===== config.mk =====
export PLATFORM = sky130hd
export DESIGN_NAME = cc_timer
export DESIGN_NICKNAME = d
export VERILOG_FILES = /design/src/rtl/cc_timer_pkg.sv /design/src/rtl/cc_bus_regs.sv /design/src/rtl/cc_count_core.sv /design/src/rtl/cc_capture_unit.sv /design/src/rtl/cc_irq_ctrl.sv /design/src/rtl/cc_timer.sv
export SDC_FILE = /design/constraint.sdc
export NUM_CORES = 1
export LEC_CHECK = 0
export CAP_MARGIN = 20
export CORE_MARGIN = 5
export CORE_UTILIZATION = 50
export DETAILED_ROUTE_END_ITERATION = 7
export HOLD_SLACK_MARGIN = 0.03
export PLACE_DENSITY = 0.68
export SLEW_MARGIN = 0
export SYNTH_ARGS = -nofsm -noshare
export SYNTH_HDL_FRONTEND = slang
export SYNTH_SLANG_ARGS = --single-unit

===== constraint.sdc =====
create_clock -name clk -period 2.17 [get_ports clk]
set_input_delay 0.434 -clock clk [delete_from_list [all_inputs] [get_ports clk]]
set_output_delay 0.434 -clock clk [all_outputs]
set_load 0.005 [all_outputs]

===== src/rtl/cc_timer_pkg.sv =====
package cc_timer_pkg;

    localparam int BYTE_W = 8;
    localparam int CNT_W  = 2 * BYTE_W;
    localparam int ADDR_W = 4;
    localparam int NSRC   = 4;
    localparam int NCMP   = 2;

    typedef logic [CNT_W-1:0]  word_t;
    typedef logic [BYTE_W-1:0] byte_t;

    localparam logic [ADDR_W-1:0] ADR_MASK = 4'd8;
    localparam logic [ADDR_W-1:0] ADR_FLAG = 4'd9;
    localparam logic [ADDR_W-1:0] ADR_CTRL = 4'd10;

    localparam byte_t MASK_IMPL = 8'h27;

    typedef enum logic [1:0] {
        T_CNT  = 2'd0,
        T_CMPA = 2'd1,
        T_CMPB = 2'd2,
        T_CAP  = 2'd3
    } tgt_e;

    typedef struct packed {
        logic top_mode;
        logic src_cmp;
        logic run;
    } ctrl_t;

    typedef struct packed {
        logic  valid;
        tgt_e  tgt;
        word_t data;
    } wr16_t;

    // source index 0 ovf, 1 cmpa, 2 cmpb, 3 cap
    function automatic int flag_pos(input int idx);
        return (idx == 3) ? 5 : idx;
    endfunction

endpackage


===== src/rtl/cc_bus_regs.sv =====
module cc_bus_regs
    import cc_timer_pkg::*;
(
    input  logic              clk,
    input  logic              rst,
    input  logic [ADDR_W-1:0] addr,
    input  logic              wr,
    input  byte_t             wdata,
    input  logic              rd,
    output byte_t             rdata,
    input  word_t             cnt,
    input  word_t             cap,
    input  byte_t             flags,
    output wr16_t             wr16,
    output word_t             cmp_a,
    output word_t             cmp_b,
    output ctrl_t             ctrl,
    output byte_t             mask,
    output byte_t             flag_clr
);

    byte_t hold_q;
    word_t cmpa_q, cmpb_q;
    ctrl_t ctrl_q;
    byte_t mask_q;
    word_t sel_word;
    tgt_e  tgt;
    logic  wide, hi;

    assign wide = ~addr[ADDR_W-1];
    assign hi   = addr[0];
    assign tgt  = tgt_e'(addr[2:1]);

    always_comb begin
        case (tgt)
            T_CNT:   sel_word = cnt;
            T_CMPA:  sel_word = cmpa_q;
            T_CMPB:  sel_word = cmpb_q;
            default: sel_word = cap;
        endcase
    end

    always_comb begin
        wr16.valid = wr && wide && !hi;
        wr16.tgt   = tgt;
        wr16.data  = {hold_q, wdata};
    end

    always_comb begin
        rdata = '0;
        if (rd) begin
            if (wide)
                rdata = hi ? hold_q : sel_word[BYTE_W-1:0];
            else if (addr == ADR_MASK)
                rdata = mask_q;
            else if (addr == ADR_FLAG)
                rdata = flags;
            else if (addr == ADR_CTRL)
                rdata = {{(BYTE_W-3){1'b0}}, ctrl_q};
        end
    end

    assign flag_clr = (wr && addr == ADR_FLAG) ? wdata : '0;

    always_ff @(posedge clk) begin
        if (rst) begin
            hold_q <= '0;
            cmpa_q <= '0;
            cmpb_q <= '0;
            ctrl_q <= '0;
            mask_q <= '0;
        end else begin
            if (rd && wide && !hi)
                hold_q <= sel_word[CNT_W-1:BYTE_W];
            if (wr && wide && hi)
                hold_q <= wdata;
            if (wr16.valid && tgt == T_CMPA)
                cmpa_q <= wr16.data;
            if (wr16.valid && tgt == T_CMPB)
                cmpb_q <= wr16.data;
            if (wr && addr == ADR_MASK)
                mask_q <= wdata & MASK_IMPL;
            if (wr && addr == ADR_CTRL)
                ctrl_q <= ctrl_t'(wdata[2:0]);
        end
    end

    assign cmp_a = cmpa_q;
    assign cmp_b = cmpb_q;
    assign ctrl  = ctrl_q;
    assign mask  = mask_q;

endmodule


===== src/rtl/cc_count_core.sv =====
module cc_count_core
    import cc_timer_pkg::*;
(
    input  logic             clk,
    input  logic             rst,
    input  ctrl_t            ctrl,
    input  word_t            top_val,
    input  wr16_t            wr16,
    input  word_t            cmp_a,
    input  word_t            cmp_b,
    output word_t            cnt,
    output logic [NCMP-1:0]  wave,
    output logic [NCMP-1:0]  hit,
    output logic             wrap
);

    word_t cnt_q;
    word_t top;
    logic  cnt_wr;
    word_t cmp [NCMP];

    assign cmp[0] = cmp_a;
    assign cmp[1] = cmp_b;

    assign top    = ctrl.top_mode ? top_val : '1;
    assign cnt_wr = wr16.valid && wr16.tgt == T_CNT;
    assign wrap   = ctrl.run && !cnt_wr && cnt_q == top;

    always_ff @(posedge clk) begin
        if (rst)
            cnt_q <= '0;
        else if (cnt_wr)
            cnt_q <= wr16.data;
        else if (ctrl.run)
            cnt_q <= (cnt_q == top) ? '0 : cnt_q + 1'b1;
    end

    for (genvar i = 0; i < NCMP; i++) begin : g_ch
        logic wave_q;
        assign hit[i] = ctrl.run && cnt_q == cmp[i];
        always_ff @(posedge clk) begin
            if (rst)
                wave_q <= 1'b0;
            else if (hit[i])
                wave_q <= ~wave_q;
        end
        assign wave[i] = wave_q;
    end

    assign cnt = cnt_q;

endmodule


===== src/rtl/cc_capture_unit.sv =====
module cc_capture_unit
    import cc_timer_pkg::*;
(
    input  logic  clk,
    input  logic  rst,
    input  logic  pin,
    input  logic  cmp_in,
    input  ctrl_t ctrl,
    input  word_t cnt,
    input  wr16_t wr16,
    output word_t cap,
    output logic  cap_evt
);

    logic [2:0] sync_q;
    logic       src;
    word_t      cap_q;

    assign src     = ctrl.src_cmp ? cmp_in : pin;
    assign cap_evt = sync_q[1] && !sync_q[2] && !ctrl.top_mode;

    always_ff @(posedge clk) begin
        if (rst) begin
            sync_q <= '0;
            cap_q  <= '0;
        end else begin
            sync_q <= {sync_q[1:0], src};
            if (cap_evt)
                cap_q <= cnt;
            else if (wr16.valid && wr16.tgt == T_CAP)
                cap_q <= wr16.data;
        end
    end

    assign cap = cap_q;

endmodule


===== src/rtl/cc_irq_ctrl.sv =====
module cc_irq_ctrl
    import cc_timer_pkg::*;
(
    input  logic            clk,
    input  logic            rst,
    input  logic [NSRC-1:0] set,
    input  byte_t           clr,
    input  byte_t           mask,
    input  logic            gie,
    output byte_t           flags,
    output logic [NSRC-1:0] irq
);

    logic [NSRC-1:0] flag_q;

    for (genvar i = 0; i < NSRC; i++) begin : g_src
        localparam int P = flag_pos(i);
        always_ff @(posedge clk) begin
            if (rst)
                flag_q[i] <= 1'b0;
            else if (set[i])
                flag_q[i] <= 1'b1;
            else if (clr[P])
                flag_q[i] <= 1'b0;
        end
        assign irq[i] = flag_q[i] && mask[P] && gie;
    end

    always_comb begin
        flags = '0;
        for (int i = 0; i < NSRC; i++)
            flags[flag_pos(i)] = flag_q[i];
    end

endmodule


===== src/rtl/cc_timer.sv =====
module cc_timer
    import cc_timer_pkg::*;
(
    input  logic       clk,
    input  logic       rst,
    input  logic [3:0] bus_addr,
    input  logic       bus_wr,
    input  logic [7:0] bus_wdata,
    input  logic       bus_rd,
    output logic [7:0] bus_rdata,
    input  logic       cap_pin,
    input  logic       cmp_event,
    input  logic       gie,
    output logic       wave_a,
    output logic       wave_b,
    output logic       irq_ovf,
    output logic       irq_cmpa,
    output logic       irq_cmpb,
    output logic       irq_cap
);

    wr16_t           wr16;
    word_t           cmp_a, cmp_b, cnt, cap;
    ctrl_t           ctrl;
    byte_t           mask, flags, flag_clr;
    logic [NCMP-1:0] wave, hit;
    logic            wrap, cap_evt;
    logic [NSRC-1:0] irq;
    logic            cnt_wr_s, cap_wr_s;

    assign cnt_wr_s = wr16.valid && wr16.tgt == T_CNT;
    assign cap_wr_s = wr16.valid && wr16.tgt == T_CAP;

    cc_bus_regs u_bus (
        .clk(clk), .rst(rst), .addr(bus_addr), .wr(bus_wr), .wdata(bus_wdata),
        .rd(bus_rd), .rdata(bus_rdata), .cnt(cnt), .cap(cap), .flags(flags),
        .wr16(wr16), .cmp_a(cmp_a), .cmp_b(cmp_b), .ctrl(ctrl), .mask(mask),
        .flag_clr(flag_clr)
    );

    cc_count_core u_core (
        .clk(clk), .rst(rst), .ctrl(ctrl), .top_val(cap), .wr16(wr16),
        .cmp_a(cmp_a), .cmp_b(cmp_b), .cnt(cnt), .wave(wave), .hit(hit),
        .wrap(wrap)
    );

    cc_capture_unit u_cap (
        .clk(clk), .rst(rst), .pin(cap_pin), .cmp_in(cmp_event), .ctrl(ctrl),
        .cnt(cnt), .wr16(wr16), .cap(cap), .cap_evt(cap_evt)
    );

    cc_irq_ctrl u_irq (
        .clk(clk), .rst(rst), .set({cap_evt, hit[1], hit[0], wrap}),
        .clr(flag_clr), .mask(mask), .gie(gie), .flags(flags), .irq(irq)
    );

    assign wave_a   = wave[0];
    assign wave_b   = wave[1];
    assign irq_ovf  = irq[0];
    assign irq_cmpa = irq[1];
    assign irq_cmpb = irq[2];
    assign irq_cap  = irq[3];

endmodule


# Yosys cells after proc, flatten, opt, wreduce, memory -nomap -nowiden
# Index checks and enable logic that the tools add are counted.
dict set report op_classes {
  shifts 0
  n_eq_ne 9
  bitwise_logic 3
  order_cmp 0
  addsub 1
  n_div 0
  reduce_logical 38
  mux 25
  n_mul 0
}
# cell count
set op_table {}
lappend op_table {{$mux 16} 6}
lappend op_table {{$mux 8} 7}
lappend op_table {{$eq 16x16->1} 3}
lappend op_table {{$pmux 16 s3} 1}
lappend op_table {{$logic_and 1x1->1} 26}
lappend op_table {{$add 16x1->16 const B} 1}
lappend op_table {{$reduce_bool 2->1} 7}
lappend op_table {{$eq 4x4->1 const B} 3}
lappend op_table {{$mux 1} 9}
lappend op_table {{$mux 6} 1}
lappend op_table {{$eq 2x2->1 const B} 2}
lappend op_table {{$logic_not 1->1} 4}
lappend op_table {{$mux 3} 1}
lappend op_table {{$not 1->1} 3}
lappend op_table {{$eq 2x1->1 const B} 1}
lappend op_table {{$logic_not 2->1} 1}
dict set report totals {
  ram_bits 0
  wordCells 92
  memories 0
  register_bits 88
  input_bits 19
  rom_bits 0
  output_inout_bits 14
  latchBits 0
}

# Logic depth before layout (Yosys ltp)
# Gate-level depths: netlist of run 1.
dict set report logic_depth {
  depth_word 8
  mapped_depth 8
  ltp_nobuf 6
}

# Modules after synthesis
# From an unflattened synthesis of run 1, not the netlist that was laid out.
dict set report unflattened {
  cells_unflattened 738
  hier_area_um2 6127.1
}
# mod n_inst area_each_um2 seq_area_each_um2 cells_per_inst
set modules_own_cells {}
lappend modules_own_cells {cc_bus_regs 1 2984.1 940.9 361}
lappend modules_own_cells {cc_count_core 1 2077.0 360.3 253}
lappend modules_own_cells {cc_capture_unit 1 867.1 380.4 99}
lappend modules_own_cells {cc_irq_ctrl 1 198.9 80.1 25}

# Least setup slack after synthesis of run 1
# Ideal clock, no wire load.
dict set report synth_path {
  kind {input-to-output}
  start {input port bus_addr[1]}
  end {output port bus_rdata[4]}
  required_ps 1736
  cell_stages 5
  t_arrival_ps 1729
  path_slack_ps 7
  cell_sequence {buf_4 buf_1 mux4_2 mux2i_1 nor2_1}
}
dict set report synth_via {
  elab_chain_len 5
  word_cells_on_any_way 9
}
# element line_no
set synth_rtl {}
lappend synth_rtl {{from (decl)} cc_timer.sv:6} ;# input logic [3:0] bus_addr,
lappend synth_rtl {{$eq 2x2->1 (tied with other cells)} cc_bus_regs.sv:35} ;# case (tgt)
lappend synth_rtl {{$pmux 16 s3} cc_bus_regs.sv:35}
lappend synth_rtl {{$mux 8} cc_bus_regs.sv:53} ;# rdata = hi ? hold_q : sel_word[BYTE_W-1:0];
lappend synth_rtl {{$mux 8 *} cc_bus_regs.sv:52} ;# if (wide)
lappend synth_rtl {{$mux 8 *} cc_bus_regs.sv:51} ;# if (rd) begin
lappend synth_rtl {{to (decl)} cc_timer.sv:10} ;# output logic [7:0] bus_rdata,
# Every way passes the cells marked *; elsewhere a longest branch is shown, timed or not.

# Worst setup path in the final report of run 1
dict set report layout_path {
  start {register u_cap.cap_q[0], in the netlist u_cap.cap[0]}
  end {output port bus_rdata[0]}
}
dict set report layout_via {
  elab_chain_len 4
}
# element line_no
set layout_rtl {}
lappend layout_rtl {{from (decl)} cc_capture_unit.sv:17} ;# word_t cap_q;
lappend layout_rtl {{from (signal assigned)} cc_capture_unit.sv:29} ;# cap_q <= cnt;
lappend layout_rtl {{from (signal assigned)} cc_capture_unit.sv:31} ;# cap_q <= wr16.data;
lappend layout_rtl {{$pmux 16 s3} cc_bus_regs.sv:35}
lappend layout_rtl {{$mux 8} cc_bus_regs.sv:53}
lappend layout_rtl {{$mux 8} cc_bus_regs.sv:52}
lappend layout_rtl {{$mux 8} cc_bus_regs.sv:51}
# Every way passes these cells.

==> flow_summary_export.csv, run 1 <==
group,metric,value,unit
status,status,"completed",
timing,hold_viol,0,
placed_design,place_congestion,0.991,
floorplan,start_util,51.2,%
floorplan,boundaryPins,33,
synthesis,syn_nets,616,
power_and_ir_drop,p_clk_share,38.3,%
worst_setup_path,critPathTopFamily,"multiplexers",
timing,rsz0062_at_grt,"true",
synthesis,ys_types,44,
timing,max_slew.worst_pin.slew,0.588,ns
power_and_ir_drop,swShare,25.1,%
worst_setup_path,crit_path_cell_trace,"mux4_2 > mux2i_1 > o22ai_1 > and2_1 > buf_2",
power_and_ir_drop,power.density,529,nW/um^2
cells_and_area,drive_gt1_share,21.5,%
timing,min_period,2.14,ns
global_route,grt_use_met3,6.15,%
timing,holdWs,0.442,ns
clocking,cts_max_path_buffers,2,
clocking,ctsRootBufferMaster,"clkbuf_8",
placed_design,pre_cts_ws,-0.726,ns
global_route,antenna_found_initial,0,
worst_setup_path,crit_slowest_cell,"mux4_2",
global_route,use_met1,34.5,%
global_route,grt_max_degree,86,
synthesis,synth-edff-count,0,
synthesis,postSynth.asyncResetShare,0,%
detailed_routing,vias_per_cell,6.20,
global_route,grt-ovfl-total,0,
worst_setup_path,cp_num_buf_inv,1,
timing,finClkSkew,0.0219,ns
worst_setup_path,cp-end-kind,"primary output",
synthesis,synth_top_flop_cell,"dfxtp_1",
worst_setup_path,crit_arrival,1.70,ns
global_route,busiest_layer,"met2",
worst_setup_path,critPathKind,"flip-flop to primary output",
worst_setup_path,worstSetupStartpointType,"flip-flop",
floorplan,core,10300,sq um
clocking,htreeDepth,3,
detailed_routing,drt_first_pass_iters,5,
power_and_ir_drop,power.leakage,0.00274,uW
clocking,cts_tree,"done",
global_route,track_usage,26.3,%
global_route,grt_pass1_wl,26200,um
run,max_cap_violations,0,
synthesis,syn_area,5260,sq um
timing,fin_crit_sh,98.4,%
placed_design,dp_hpwl,12200,um
worst_setup_path,required,1.74,ns
cells_and_area,area_growth,22.0,%
synthesis,avgSynthCellArea,8.83,sq um
detailed_routing,via_count,4989,
clocking,clk_pin_slew_worst_paths,0.09,ns
placed_design,place_area,6100,sq um
power_and_ir_drop,intPower,2540,uW
synthesis,yosys_warnings,0,
synthesis,synth.yosys.seq_area_share,33.5,%
worst_hold_path,hold_class,"flip-flop to flip-flop",
clocking,worst_skew_pair.late_latency,0.38,ns
cells_and_area,final_util,62.4,%
global_route,first_global_vias,4781,
timing,maxSlewViolCount,0,
synthesis,synth-seq-cells,88,
cells_and_area,fillCellCount,897,
cells_and_area,finalNetCount,685,
detailed_routing,avgRoutedWirePerCell,20.6,um
timing,setup_viol,0,
detailed_routing,antenna_left,0,
cells_and_area,antenna_cells,0,
floorplan,rows,37,
floorplan,die-area,12700,sq um
detailed_routing,drc,0,
timing,finalWorstSetupSlack,0.0346,ns
clocking,cts_inserted_buffers,9,
worst_setup_path,crit_path_max_incr_delay,0.46,ns
floorplan,die_h,113,um
timing,fmax,468,MHz
detailed_routing,wl,16600,um
synthesis,synthCells,596,
power_and_ir_drop,vdd_ir_drop_max,0.347,mV
cells_and_area,regArea,1780,sq um
power_and_ir_drop,sequentialPowerShare,50.0,%
cells_and_area,multi_input_area,3250,sq um
power_and_ir_drop,share_comb_of_total_power,11.8,%
worst_setup_path,crit_fanout,2,
clocking,clock-sinks,88,
placed_design,io_buffers,32,
cells_and_area,post-route-cell-area,6420,sq um
power_and_ir_drop,switching_power,852,uW
timing,slew_headroom,60.7,%
detailed_routing,drt_iter0_markers,576,
floorplan,die_w,113,um
global_route,globalRouteMet2Util,41.2,%
## registers in the layout, indices dropped and copies added, names as in the netlist
register            cells
u_core.g_ch.wave_q      2
u_irq.flags             4
u_bus.hold_q            8
u_bus.ctrl              3
u_core.cnt             16
u_bus.mask              4
u_bus.cmp_b            16
u_bus.cmp_a            16
u_cap.cap              16
u_cap.sync_q            3
## placed cells by master (no fill, tap or decap), drive strengths merged, types with 18 or more instances in the layout
cell type      netlist  final
buf                 29     91
nor2                88     88
dfxtp               88     88
mux2i               62     62
nand2               39     39
a21oi               31     31
xor2                29     29
xnor2               25     25
and3                21     21
clkdlybuf4s50        0     20
o32ai               18     18
## layout make-up
type | count | area share [%]
tap | 136 | 2.65
inverter | 7 | 0.409
timing repair buffer | 113 | 15.2
clock inverter | 3 | 1.01
sequential | 88 | 27.7
clock buffer | 12 | 2.42
multi-input combinational | 446 | 50.6
## power groups by stage
stage	clock [uW]	sequential, uW	combinational [uW]
6_report	1300	1690	400
3_5_place_dp	0	1730	373
5_1_grt	1390	1700	425
3_3_place_gp	0	1730	367
4_1_cts	1310	1690	391
2_1_floorplan	0	1710	209
## routing by layer
layer  vias to the layer above  share of wire [%]
li1                       2299                  -
met1                      2401                 42
met2                       239                 46
met3                        50                8.3
met4                         0                3.4
met5                         -                  0
## worst paths after layout
check / endpoint / cells after the start / slack [ns] / from
hold reg to reg: u_cap.sync_q[1] / 1 / 0.44 / u_cap.sync_q[0]
setup reg to reg: u_core.cnt[5] / 8 / 0.07 / u_bus.ctrl[2]
setup / recovery: bus_rdata[0] / 5 / 0.03 / u_cap.cap[0]
hold / removal: u_cap.sync_q[1] / 1 / 0.44 / u_cap.sync_q[0]
## stage by stage
| step | total power (uW) | instances | TNS, ns |
|---|---|---|---|
| 4_1_cts | 3390 | 804 | -0.00361 |
| 5_1_grt | 3510 | 805 | -0.0499 |
| 6_report | 3390 | 805 | 0 |
| 3_5_place_dp | 2100 | 782 | -15.28 |
| 2_1_floorplan | 1920 | 596 | 0 |
| 3_3_place_gp | 2100 | 782 | -13.68 |
## synthesized netlist by cell type, types with 3 or more instances
library cell | count | share of area (%)
and2_1 | 4 | 0.48
o32ai_1 | 18 | 3.0
xnor2_1 | 25 | 4.2
buf_1 | 5 | 0.36
nor2_1 | 87 | 6.2
nand4b_1 | 8 | 1.3
buf_2 | 18 | 1.7
a31oi_1 | 13 | 1.5
mux2i_1 | 62 | 12
o22ai_1 | 8 | 0.95
nand4_1 | 3 | 0.36
xor2_1 | 29 | 4.8
mux4_2 | 16 | 6.8
nor2b_1 | 3 | 0.36
a21oi_1 | 31 | 2.9
dfxtp_1 | 88 | 33
and3_1 | 21 | 2.5
a211oi_1 | 16 | 2.3
nor4_1 | 5 | 0.59
a22oi_1 | 8 | 1.1
nand3_1 | 15 | 1.4
inv_1 | 7 | 0.50
clkbuf_1 | 26 | 1.9
nor4b_1 | 5 | 0.83
nand2_1 | 39 | 2.8
or3b_1 | 3 | 0.50
buf_4 | 4 | 0.57
o21ai_0 | 5 | 0.48
## repair_timing
| item | 4_1_cts | 5_1_grt |
|---|---|---|
| setup endpoints to repair | 8 | 26 |
| setup buffers | 7 | 1 |
| hold buffers | 0 | 0 |
| pin swaps | 6 | 4 |
| hold endpoints to repair | 0 | 0 |
| resized for setup | 53 | 13 |
## cells by family after synthesis
group | after synthesis | share of synthesized area, %
compound gates | 104 | 13.2
mux | 78 | 18.6
simple gates | 209 | 20.0
flops | 88 | 33.5
xor+xnor | 54 | 8.99
fa+ha+maj | 1 | 0.238
buf+inv | 62 | 5.42
Note: power is estimated with default switching activity, not from simulation.
==> run 2: changes to the inputs <==
- SLEW_MARGIN: 0 -> default
==> results of run 2 <==
Same layout as run 1: the final DEF is identical, and so are final timing and power.
==> run 3: changes to the inputs <==
- CTS_BUF_LIST: default -> sky130_fd_sc_hd__clkbuf_4 sky130_fd_sc_hd__clkbuf_8 sky130_fd_sc_hd__clkbuf_16
- SKIP_CTS_REPAIR_TIMING: default -> 1
==> run 3 against run 2 <==
Maximum frequency is 0.81% lower. First-iteration DRC count fell by 1.7%. Clock power hardly changed. Register-to-register slack got worse by 0.02 ns. Non-clock buffer count grew 8. Worst hold slack hardly changed. Design area is 2.0% higher. Sequential power about the same. Die area unchanged. Via count is 2.7% higher. Clock skew grew 0.0014 ns. Critical path type unchanged.
==> flow_summary_export.csv, run 3 (synthesis results as in run 1) <==
group,metric,value,unit
status,status,"completed",
placed_design,place_congestion,0.991,
detailed_routing,m1WireLength,7150,um
timing,finClkSkew,0.0233,ns
detailed_routing,avgRoutedWirePerCell,20.8,um
detailed_routing,wl,17000,um
detailed_routing,top_layer_used,"met4",
placed_design,dp.cells,782,
timing,fin_crit_sh,99.2,%
cells_and_area,final_common_cell,"nor2_1",
detailed_routing,vias_per_cell,6.31,
timing,hold_viol,0,
clocking,clk_pin_slew_worst_paths,0.09,ns
worst_setup_path,crit_path_max_incr_delay,0.46,ns
detailed_routing,drt_iter0_markers,566,
detailed_routing,met3WireLength,1390,um
global_route,first_global_vias,4729,
worst_setup_path,critPathKind,"flip-flop to primary output",
placed_design,io_buffers,32,
worst_setup_path,crit_fanout,2,
global_route,grt_pass1_wl,26000,um
worst_hold_path,hp-start,"u_cap.sync_q[0]",
worst_setup_path,r2r-end,"u_core.cnt[5]",
timing,rsz0062_at_grt,"true",
global_route,track_usage,26.2,%
cells_and_area,final_cells,813,
worst_setup_path,startpoint,"u_cap.cap[0]",
floorplan,die-area,12700,sq um
floorplan,die_w,113,um
worst_setup_path,required,1.74,ns
clocking,ctsRootBufferMaster,"clkbuf_8",
cells_and_area,final_cell_mix,"87 x nor2_1, 79 x buf_4, 75 x dfxtp_1",
floorplan,boundaryPins,33,
detailed_routing,via_count,5126,
placed_design,place_area,6100,sq um
timing,max_slew.worst_pin.slew,0.603,ns
worst_setup_path,cp-end-kind,"primary output",
clocking,cts_inserted_buffers,9,
run,max_cap_violations,0,
worst_setup_path,critPathTopFamily,"multiplexers",
worst_setup_path,crit_slowest_cell,"mux4_2",
cells_and_area,post-route-cell-area,6540,sq um
timing,min_period,2.15,ns
detailed_routing,drc,0,
clocking,cts_tree,"done",
timing,slew_headroom,59.8,%
clocking,clock-sinks,88,
cells_and_area,drive_gt1_share,21.9,%
worst_setup_path,r2r_start,"u_bus.ctrl[2]",
cells_and_area,finalNetCount,693,
worst_hold_path,hold_path_end,"u_cap.sync_q[1]",
worst_setup_path,reg2regPathDepth,8,
global_route,grt-ovfl-total,0,
floorplan,core,10300,sq um
power_and_ir_drop,power.leakage,0.00290,uW
detailed_routing,drt_first_pass_iters,5,
worst_setup_path,rrSetupSlack,0.05,ns
global_route,antenna_found_initial,0,
power_and_ir_drop,vdd_ir_drop_max,0.350,mV
clocking,cts_max_path_buffers,2,
cells_and_area,area_growth,24.4,%
detailed_routing,antenna_left,0,
worst_setup_path,crit_arrival,1.72,ns
cells_and_area,final_util,63.7,%
floorplan,start_util,51.2,%
worst_setup_path,crit_path_cell_trace,"mux4_2 > mux2i_1 > o22ai_1 > and2_1 > buf_2",
timing,fmax,465,MHz
worst_setup_path,worstSetupStartpointType,"flip-flop",
placed_design,dp_hpwl,12200,um
floorplan,rows,37,
timing,setup_viol,0,
worst_setup_path,cp_num_buf_inv,1,
power_and_ir_drop,power.density,524,nW/um^2
worst_hold_path,min_path_cells,1,
clocking,worst_skew_pair.late_latency,0.38,ns
cells_and_area,antenna_cells,0,
global_route,grt_max_degree,86,
detailed_routing,route.met2.wl,7770,um
worst_hold_path,hold_class,"flip-flop to flip-flop",
timing,maxSlewViolCount,0,
floorplan,die_h,113,um
clocking,htreeDepth,3,
==> run 3: power by group <==
| part | total (uW) | leakage, uW | switching, uW | internal, uW |
|---|---|---|---|---|
| Clock | 1320 | 0.000116 | 602 | 718 |
| Sequential | 1690 | 0.000719 | 46.2 | 1650 |
| Combinational | 414 | 0.00206 | 218 | 196 |
| Total | 3430 | 0.00290 | 866 | 2560 |
==> run 3: final cells by class <==
| class | count | area [sq um] |
|---|---|---|
| Sequential cell | 88 | 1780 |
| Tap cell | 136 | 170 |
| Fill cell | 873 | 3730 |
| Clock inverter | 3 | 65.1 |
| Timing Repair Buffer | 121 | 1080 |
| Inverter | 7 | 26.3 |
| Clock buffer | 12 | 159 |
| Multi-Input combinational cell | 446 | 3260 |
==> run 3: worst reg2reg max path, cell delays in order, from the launching register on <==
cell and delay, ns:
dfxtp_2 0.38, buf_12 0.12, or3b_1 0.36, o22ai_2 0.15
o32ai_2 0.13, buf_4 0.16, nor4_4 0.33, buf_4 0.23
o2bb2ai_1 0.13
==> run 3: through the flow <==
step / setup WS, ns / power (uW) / TNS, ns / hold slack [ns]
final: 0.0172 / 3430 / 0 / 0.442
after global routing: -0.0528 / 3530 / -0.125 / 0.465
after CTS: -0.734 / 3390 / -5.54 / 0.434
after detailed placement: -0.726 / 2100 / -15.28 / 0.428
after global placement: -0.711 / 2100 / -13.68 / 0.428
after floorplan: 0.00717 / 1920 / 0 / 0.414
==> run 3: worst max path at each step <==
stage | end | slack [ns] | depth (start not counted)
2_1_floorplan | bus_rdata[4] | 0.007 | 5
4_1_cts | bus_rdata[3] | -0.73 | 6
5_1_grt | bus_rdata[1] | -0.05 | 5
3_3_place_gp | bus_rdata[3] | -0.71 | 6
6_report | bus_rdata[0] | 0.02 | 5
3_5_place_dp | bus_rdata[2] | -0.73 | 7
==> run 3: metal layers <==
metal  track usage [%]  vias up
met5                 0        -
met2              41.2      253
met4              11.6        0
met3              5.61       59
li1                  -     2315
met1              34.5     2499
